<file path="src/rtl/hbo_pkg.sv">
package hbo_pkg;
  typedef enum logic [1:0] {ST_STOP, ST_PRE, ST_SHIFT, ST_BURN} hbo_state_e;
endpackage

</file>
<file path="src/rtl/hbo_period.sv">
module hbo_period
  import hbo_pkg::*;
#(
  parameter int PW = 12
) (
  input  logic          clk,
  input  logic          rst,
  input  logic          run_i,
  input  logic          sweep_i,
  input  logic          valley_i,
  input  logic [PW-1:0] per_pre_i,
  input  logic [PW-1:0] per_run_i,
  input  logic [PW-1:0] step_i,
  input  logic [PW-1:0] corr_i,
  output logic [PW-1:0] half_o
);
  localparam int SW = PW + 2;

  hbo_state_e     st_q;
  logic [PW-1:0]  base_q;
  logic [PW:0]    nb;
  logic signed [SW-1:0] sum, lo, hi;
  logic [PW-1:0]  tgt;

  assign nb  = {1'b0, base_q} + {1'b0, step_i};
  assign lo  = $signed({2'b00, per_pre_i});
  assign hi  = $signed({2'b00, per_run_i});
  assign sum = $signed({2'b00, base_q}) + $signed({{2{corr_i[PW-1]}}, corr_i});

  always_comb begin
    if (st_q == ST_STOP)      tgt = per_pre_i;
    else if (st_q != ST_BURN) tgt = base_q;
    else if (sum < lo)        tgt = per_pre_i;
    else if (sum > hi)        tgt = per_run_i;
    else                      tgt = sum[PW-1:0];
  end
  assign half_o = tgt >> 1;

  always_ff @(posedge clk) begin
    if (rst) begin
      st_q   <= ST_STOP;
      base_q <= '0;
    end else if (!run_i) begin
      st_q   <= ST_STOP;
      base_q <= per_pre_i;
    end else begin
      case (st_q)
        ST_STOP:  st_q <= ST_PRE;
        ST_PRE:   if (sweep_i) st_q <= ST_SHIFT;
        ST_SHIFT: if (valley_i) begin
          if (nb >= {1'b0, per_run_i}) begin
            base_q <= per_run_i;
            st_q   <= ST_BURN;
          end else begin
            base_q <= nb[PW-1:0];
          end
        end
        default: ;
      endcase
    end
  end


  sweep_mono_chk: assert property (@(posedge clk) disable iff (rst)
    (st_q == ST_SHIFT && valley_i && run_i) |=> base_q >= $past(base_q));
endmodule

</file>
<file path="src/rtl/hbo_tri.sv">
module hbo_tri #(
  parameter int PW = 12,
  parameter int DW = 8
) (
  input  logic          clk,
  input  logic          rst,
  input  logic          run_i,
  input  logic [PW-1:0] half_i,
  input  logic [DW-1:0] dead_i,
  output logic          valley_o,
  output logic          lvg_o,
  output logic          hvg_o,
  output logic          err_o,
  output logic [PW-1:0] phase_o
);
  localparam int XW = PW + 1;

  logic          run_q, dir_q, active, err_c, lvg_n, hvg_n;
  logic [PW-1:0] k_q, half_q;

  assign active   = run_i & run_q;
  assign valley_o = active & dir_q & (k_q == '0);
  assign err_c    = XW'({dead_i, 1'b0}) >= XW'(half_q);
  assign lvg_n    = active & ~dir_q & ~err_c & (XW'(k_q) >= XW'(dead_i));
  assign hvg_n    = active &  dir_q & ~err_c & ((XW'(k_q) + XW'(dead_i)) < XW'(half_q));
  assign phase_o  = k_q;

  always_ff @(posedge clk) begin
    if (rst) begin
      run_q <= 1'b0; dir_q <= 1'b0; k_q <= '0; half_q <= '0;
      lvg_o <= 1'b0; hvg_o <= 1'b0; err_o <= 1'b0;
    end else begin
      run_q <= run_i;
      err_o <= err_c;
      lvg_o <= lvg_n;
      hvg_o <= hvg_n;
      if (!active) begin
        k_q <= '0; dir_q <= 1'b0; half_q <= half_i;
      end else if (!dir_q) begin
        if (k_q == half_q - 1'b1) dir_q <= 1'b1;
        else                      k_q <= k_q + 1'b1;
      end else begin
        if (k_q == '0) begin
          dir_q <= 1'b0; half_q <= half_i;
        end else begin
          k_q <= k_q - 1'b1;
        end
      end
    end
  end


  no_overlap_chk: assert property (@(posedge clk) disable iff (rst) !(lvg_o && hvg_o));

  stop_low_chk: assert property (@(posedge clk) disable iff (rst)
    !run_i |=> (!lvg_o && !hvg_o && phase_o == '0));

  half_hold_chk: assert property (@(posedge clk) disable iff (rst)
    (active && !valley_o) |=> $stable(half_q));

  cnt_range_chk: assert property (@(posedge clk) disable iff (rst)
    (active && half_q != '0) |-> k_q < half_q);
endmodule

</file>
<file path="src/rtl/hb_dt_osc.sv">
module hb_dt_osc #(
  parameter int PW = 12,
  parameter int DW = 8
) (
  input  logic          clk,
  input  logic          rst,
  input  logic          run_i,
  input  logic          sweep_i,
  input  logic [PW-1:0] per_pre_i,
  input  logic [PW-1:0] per_run_i,
  input  logic [PW-1:0] step_i,
  input  logic [DW-1:0] dead_i,
  input  logic [PW-1:0] corr_i,
  output logic          lvg_o,
  output logic          hvg_o,
  output logic [PW-1:0] phase_o,
  output logic          dt_err_o
);
  logic          valley;
  logic [PW-1:0] half;

  hbo_period #(.PW(PW)) u_period (
    .clk, .rst, .run_i, .sweep_i, .valley_i(valley),
    .per_pre_i, .per_run_i, .step_i, .corr_i, .half_o(half)
  );

  hbo_tri #(.PW(PW), .DW(DW)) u_tri (
    .clk, .rst, .run_i, .half_i(half), .dead_i, .valley_o(valley),
    .lvg_o, .hvg_o, .err_o(dt_err_o), .phase_o
  );


  err_quiet_chk: assert property (@(posedge clk) disable iff (rst)
    dt_err_o |=> (!lvg_o && !hvg_o) || !$stable(dead_i) || !$stable(per_pre_i));
endmodule

</file>
<file path="config.mk">
export PLATFORM = sky130hd
export DESIGN_NAME = hb_dt_osc
export DESIGN_NICKNAME = d
export VERILOG_FILES = /design/src/rtl/hbo_pkg.sv /design/src/rtl/hbo_period.sv /design/src/rtl/hbo_tri.sv /design/src/rtl/hb_dt_osc.sv
export SDC_FILE = /design/constraint.sdc
export NUM_CORES = 1
export LEC_CHECK = 0
export BUFFER_PORTS_ARGS = -buffer_cell sky130_fd_sc_hd__buf_2
export CORE_MARGIN = 2
export CORE_UTILIZATION = 46
export DETAILED_ROUTE_END_ITERATION = 8
export GPL_TIMING_DRIVEN = 0
export HOLD_SLACK_MARGIN = 0.15
export PLACE_DENSITY = 0.71
export SYNTH_ARGS = -nofsm -noshare
export SYNTH_HDL_FRONTEND = slang
export SYNTH_HIERARCHICAL = 1
export SYNTH_SLANG_ARGS = --single-unit
</file>
<file path="constraint.sdc">
create_clock -name clk -period 5 [get_ports clk]
set_clock_uncertainty 0.15 [all_clocks]
set_input_delay 1.5 -clock clk [delete_from_list [all_inputs] [get_ports clk]]
set_output_delay 1.5 -clock clk [all_outputs]
set_load 0.005 [all_outputs]
</file>
Word level (Yosys, flattened, before mapping)
Index checks and enable logic that the tools add are counted.
Operators by class
  multipliers: 0
  equal/unequal tests: 13
  bitwise operators: 12
  muxes and demuxes: 21
  magnitude comparators: 6
  $add $sub $neg: 6
  shift-type cells: 0
  reductions and logical operators: 9
  div/mod/pow operators: 0
Operators with widths (count)
  $mux 12: 11
  $mux 11: 3
  $add 13x12->14: 1
  $gt 14x13->1: 1
  $lt 14x13->1: 1
  $add 12x12->13: 1
  $add 12x8->13: 1
  $ge 13x12->1: 1
  $lt 13x11->1: 1
  $add 12x1->12 const B: 1
  $eq 12x12->1: 1
  $ge 12x8->1: 1
  $logic_not 12->1: 1
  $ne 2x1->1 const B: 6
  $sub 11x1->12 const B: 1
  $sub 12x1->12 const B: 1
  $ge 9x11->1: 1
  $and 1x1->1: 8
  $ne 2x2->1 const B: 4
  $mux 2: 3
  $pmux 2 s3: 1
  $reduce_and 2->1: 3
  $not 1->1: 4
  $reduce_and 4->1: 1
  6 further kinds: 9
Word-level totals
  bits in registers: 42
  output and inout bits: 15
  ROM bits: 0
  memories: 0
  input bits: 60
  latch bits: 0
  RAM bits: 0
  word-level logic and storage cells: 76

Depth between registers and ports, before layout
  depth after elaboration: 9
  mapped depth: 21
  mapped depth without buffers: 20

Modules after synthesis
Netlist, hierarchy kept.
Modules (own cells, without submodules)
  hbo_period: seq. area each 280.3 um2, cells each 386, instances 1, area each 3100.5 um2
  hbo_tri: seq. area each 580.6 um2, cells each 367, instances 1, area each 2972.9 um2

Worst setup path after synthesis
OpenSTA, ideal clock, no wires.
  path type: input-to-reg
  from: input corr_i[1]
  to: register u_tri.half_q[3]
  stages on the path: 19
  required time: 4780 ps
  buffers on the path: 1
  arrival: 4794 ps
  path slack: -14 ps
  library setup time: 70 ps
  cell sequence: ha_1 -> a211oi_2 -> o21bai_2 -> o2111a_2 -> o21ai_2 -> or2b_1 -> a21oi_1 -> xnor2_1 -> ha_1 -> nand4_1 -> o311a_1 -> o21ai_0 -> nand3_1 -> a22o_2 -> buf_6 -> mux2i_1 -> o221ai_2 -> nand2_1 -> a21oi_1
Between the ends
  cells in the longest elaborated chain, start to end: 9
  elaborated cells on any way between the ends: 10
  those cells by class: add/sub: 1; order compare: 2; mux: 7
RTL lines
  start: declaration: line hb_dt_osc.sv:13  | input logic [PW-1:0] corr_i,
  $add 13x12->14 (*): line hbo_period.sv:28  | assign sum = $signed({2'b00, base_q}) + $signed({{2{corr_i[PW-1]}}, corr_i});
  $gt 14x13->1: line hbo_period.sv:34  | else if (sum > hi) tgt = per_run_i;
  $mux 12: line hbo_period.sv:34
  $mux 12 (*): line hbo_period.sv:33  | else if (sum < lo) tgt = per_pre_i;
  $mux 12 (*): line hbo_period.sv:32  | else if (st_q != ST_BURN) tgt = base_q;
  $mux 12 (*): line hbo_period.sv:31  | if (st_q == ST_STOP) tgt = per_pre_i;
  via half[3]: line hb_dt_osc.sv:20  | logic [PW-1:0] half;
  $mux 11: line hbo_tri.sv:43  | if (k_q == '0) begin
  $mux 11: line hbo_tri.sv:39  | end else if (!dir_q) begin
  $mux 11 (*): line hbo_tri.sv:37  | if (!active) begin
  end signal: assignment: line hbo_tri.sv:30  | run_q <= 1'b0; dir_q <= 1'b0; k_q <= '0; half_q <= '0;
  end signal: assignment: line hbo_tri.sv:38  | k_q <= '0; dir_q <= 1'b0; half_q <= half_i;
  end signal: assignment: line hbo_tri.sv:44  | dir_q <= 1'b0; half_q <= half_i;
  end: declaration: line hbo_tri.sv:19  | logic [PW-1:0] k_q, half_q;
The timed path passes the listed nets; every way through them passes the cells marked *. The select of a mux whose other input is x is not followed.
A chain may end at the register's enable or synchronous reset.

Worst setup path after layout
  from: input corr_i[1]
  to: register u_tri.half_q[8]
The elaborated chain is that of the path after synthesis.

==> metrics.md <==
| Metric | Value |
|---|---|
| Outcome | finished, violations left |
| Failing checks | negative setup slack |
| Final Max Slew Viols | 0 |
| Clock transition at path regs | 70 ps |
| Comb pwr share | 49.4% |
| Synth Register Bits | 43 |
| Largest net degree at the start of global routing | 16 |
| Die W | 119 um |
| Final wirelength | 17500 um |
| Synth Cell Area | between 6000 and 7000 sq um |
| DRT Pass-1 Iters | 5 |
| Power Total | 1560 uW |
| Root Buffer Master | clkbuf_16 |
| Post-route insts no fill | 1027 |
| Initial antenna violation count | 0 |
| Antenna cells | 0 |
| Vias in the first global route | about 5500 |
| Cells after DPL | 999 |
| PwrDens | 210 nW/um^2 |
| # fillers | 1147 |
| Post-Syn Nets | between 900 and 1000 |
| RSZ-0062 raised after global routing | yes |
| Post-DP HPWL | 13000 um |
| Post-synthesis cell type count | 80 |
| Core area | 12800 sq um |
| Worst vdd ir | 0.147 mV |
| Internal power | 956 uW |
| Sw power | 602 uW |
| Finish-stage setup viols | 20 |
| Primary FF master, synth | dfxtp_1 |
| Fin Hold WS | 367 ps |
| Residual overflow from global routing | 0 |
| IO Pins | 75 |
| P_leak | 0.00350 uW |
| Max_cap viols | 0 |
| Die area | 14100 sq um |
| Type of origin of the critical path | primary input |
| Nets | between 1000 and 1500 |
| First-pass GRT wire length | 27000 um |
| TritonCTS buffer count | 5 |
| Share of cells above drive strength 1 | 22.3% |
| Initial detailed-routing violation count | between 300 and 400 |
| Avg Vias per Cell | ~5.8 |
| Post-synth ARST share | 0% |
| CTS tree | yes |
| Site row count | 41 |
| # clock sinks | 43 |
| Dominant cell type by area after synthesis | ha_1 |
| DR vias | about 6000 |
| DR WL/cell | 17.0 um |
| Worst hold path class | flop to flop |
| Share of the synthesized area in the top cell type | about 23% |
| CP required | 5020 ps |
| RD Place Congestion | 0.967 |
| CP endpoint kind | flop |
| IO Port Bufs | 74 |
| Final period utilization | 103% |
| Drt drc | 0 |
| Height of the die | between 100 and 150 um |
| Sequential share of power | 24.8% |
| Slew HR | 44.9% |
| Sw Ratio | 38.6% |
| Clk buf depth | 2 |
| Commonest non-fill, non-tap cell in the layout | ha_1 |
| Final min period | 5150 ps |
| Final hold vios | 0 |
| GRT Overall Usage | 23.5% |
| Crit Path Class | primary input to flop |
| Leading post-synthesis cells by cell area | ha_1 (23%), dfxtp_1 (14%), mux2i_1 (4.9%), xnor2_1 (4.8%), inv_1 (4.1%) |
| Worst endpoint data arrival time | 5160 ps |
| Sequential fraction of the synthesis area | 14.2% |
| Crit path max fanout | 5 |
| Antenna viol nets, final | 0 |
| Most frequent cells in the layout | ha_1 (103), buf_2 (71), inv_1 (66) |
| Initial Util | 47.5% |
| Final WS setup | -147 ps |
| Synth Instances | roughly 750 |
| Yosys warnings | 6 |
| Syn-to-layout area delta | 22.2% |
| Least-Margin Pin Slew | just over 800 ps |
| Max Clk Rate | 194 MHz |
| Clk_lat worst skew | roughly 300 ps |
| Avg Inst Size Synth | 8.07 sq um |
| Max H-tree Level | 2 |
| Post-synth EDFFs | 0 |
| Clock power share | 25.9% |
[final timing paths]
check | slack, ps | from | depth (start not counted) | endpoint
max | -150 | corr_i[1] | 20 | u_tri/half_q[8]
min | 370 | u_tri/half_q[8] | 2 | u_tri/half_q[8]
max reg2reg | 650 | u_period/base_q[1] | 19 | u_tri/half_q[8]
min reg2reg | 370 | u_tri/half_q[8] | 2 | u_tri/half_q[8]
[metrics by stage]
step / setup TNS (ps) / area, sq um / setup WS (ps) / utilization, %
floorplan: 0 / 6080 / 5.42 / -
global placement: -16200 / 6660 / -846 / 52.2
detailed placement: -17190 / 6660 / -894 / 52.2
CTS: -167 / 7030 / -55.3 / 55.0
global route: -4590 / 7420 / -242 / 58.1
finish: -1450 / 7420 / -147 / 58.1
[metal layers]
layer  wire length [um]  GRT usage [%]  vias up
li1                   -              -     2930
met1               8060           33.0     2813
met2               8080           38.4      188
met3               1070           3.35       28
met4                274           4.69        0
met5                  0              0        -
[synthesized netlist by cell type, types with 5 or more instances]
cell / n
a21o_1: 18
xnor2_1: 33
nor2b_1: 10
o21bai_1: 6
a21oi_1: 50
o211ai_1: 10
a2bb2oi_1: 10
nand3_1: 17
mux2i_1: 30
nor2_1: 51
xor2_1: 17
or2_2: 5
o22ai_1: 13
inv_1: 67
nand2b_1: 10
nand4_1: 8
nand2_1: 66
clkbuf_1: 12
o21ai_0: 21
o221ai_2: 10
dfxtp_1: 43
nor4_1: 5
and2_1: 8
ha_1: 111
o21a_1: 12
nor3_1: 15
a211oi_1: 9
[timing repair]
action / 4_1_cts / 5_1_grt
hold buffers: 0 / 0
setup endpoints to repair: 25 / 25
pin swaps: 18 / 30
setup buffers: 7 / 9
gates resized for setup: 29 / 55
cloned: 1 / 3
[worst max-delay path: stages]
cell and delay (ps):
buf_8 100, ha_4 240, a211oi_4 220, o21bai_2 110, o2111a_2 290, o21ai_4 160
or2b_1 260, a21oi_2 190, xnor2_2 160, ha_1 290, buf_4 150, and2_1 160
o32ai_2 220, nand3b_1 160, a22o_4 280, buf_12 150, mux2i_1 230, o221ai_4 150
nand2_1 90, a21oi_1 70
[power by group through the flow]
| stage | sequential, uW | clock (uW) | combinational, uW |
|---|---|---|---|
| finish | 386 | 403 | 769 |
| global route | 388 | 417 | 837 |
| CTS | 384 | 408 | 665 |
| detailed placement | 392 | 0 | 610 |
| floorplan | 384 | 0 | 463 |
| global placement | 392 | 0 | 602 |
[registers in the layout, indices dropped and copies added, names as in the netlist]
| signal | count |
|---|---|
| u_period/base_q | 12 |
| u_tri/phase_o | 12 |
| u_tri/hvg_o | 1 |
| u_tri/dir_q | 1 |
| u_tri/run_q | 1 |
| u_period/st_q | 2 |
| u_tri/err_o | 1 |
| u_tri/lvg_o | 1 |
| u_tri/half_q | 12 |
[cell type report]
type                       instances  area [sq um]  share of cell area (%)
inverter                          68           255                    3.44
clock buffer                       5           125                    1.69
clock inverter                     3          47.5                   0.640
multi-input combinational        622          5200                    70.0
timing repair buffer              94           588                    7.92
sequential                        43           861                    11.6
buffer                            20           131                    1.77
tap                              172           215                    2.90
[cells by family after synthesis]
kind of cell	synth area share [%]
xor+xnor	7.21
other cells	0.0617
mux	4.94
flops	14.2
fa+ha+maj	24.2
buf+inv	5.91
compound gates	25.1
simple gates	18.4
(Power assumes the default switching activity.)
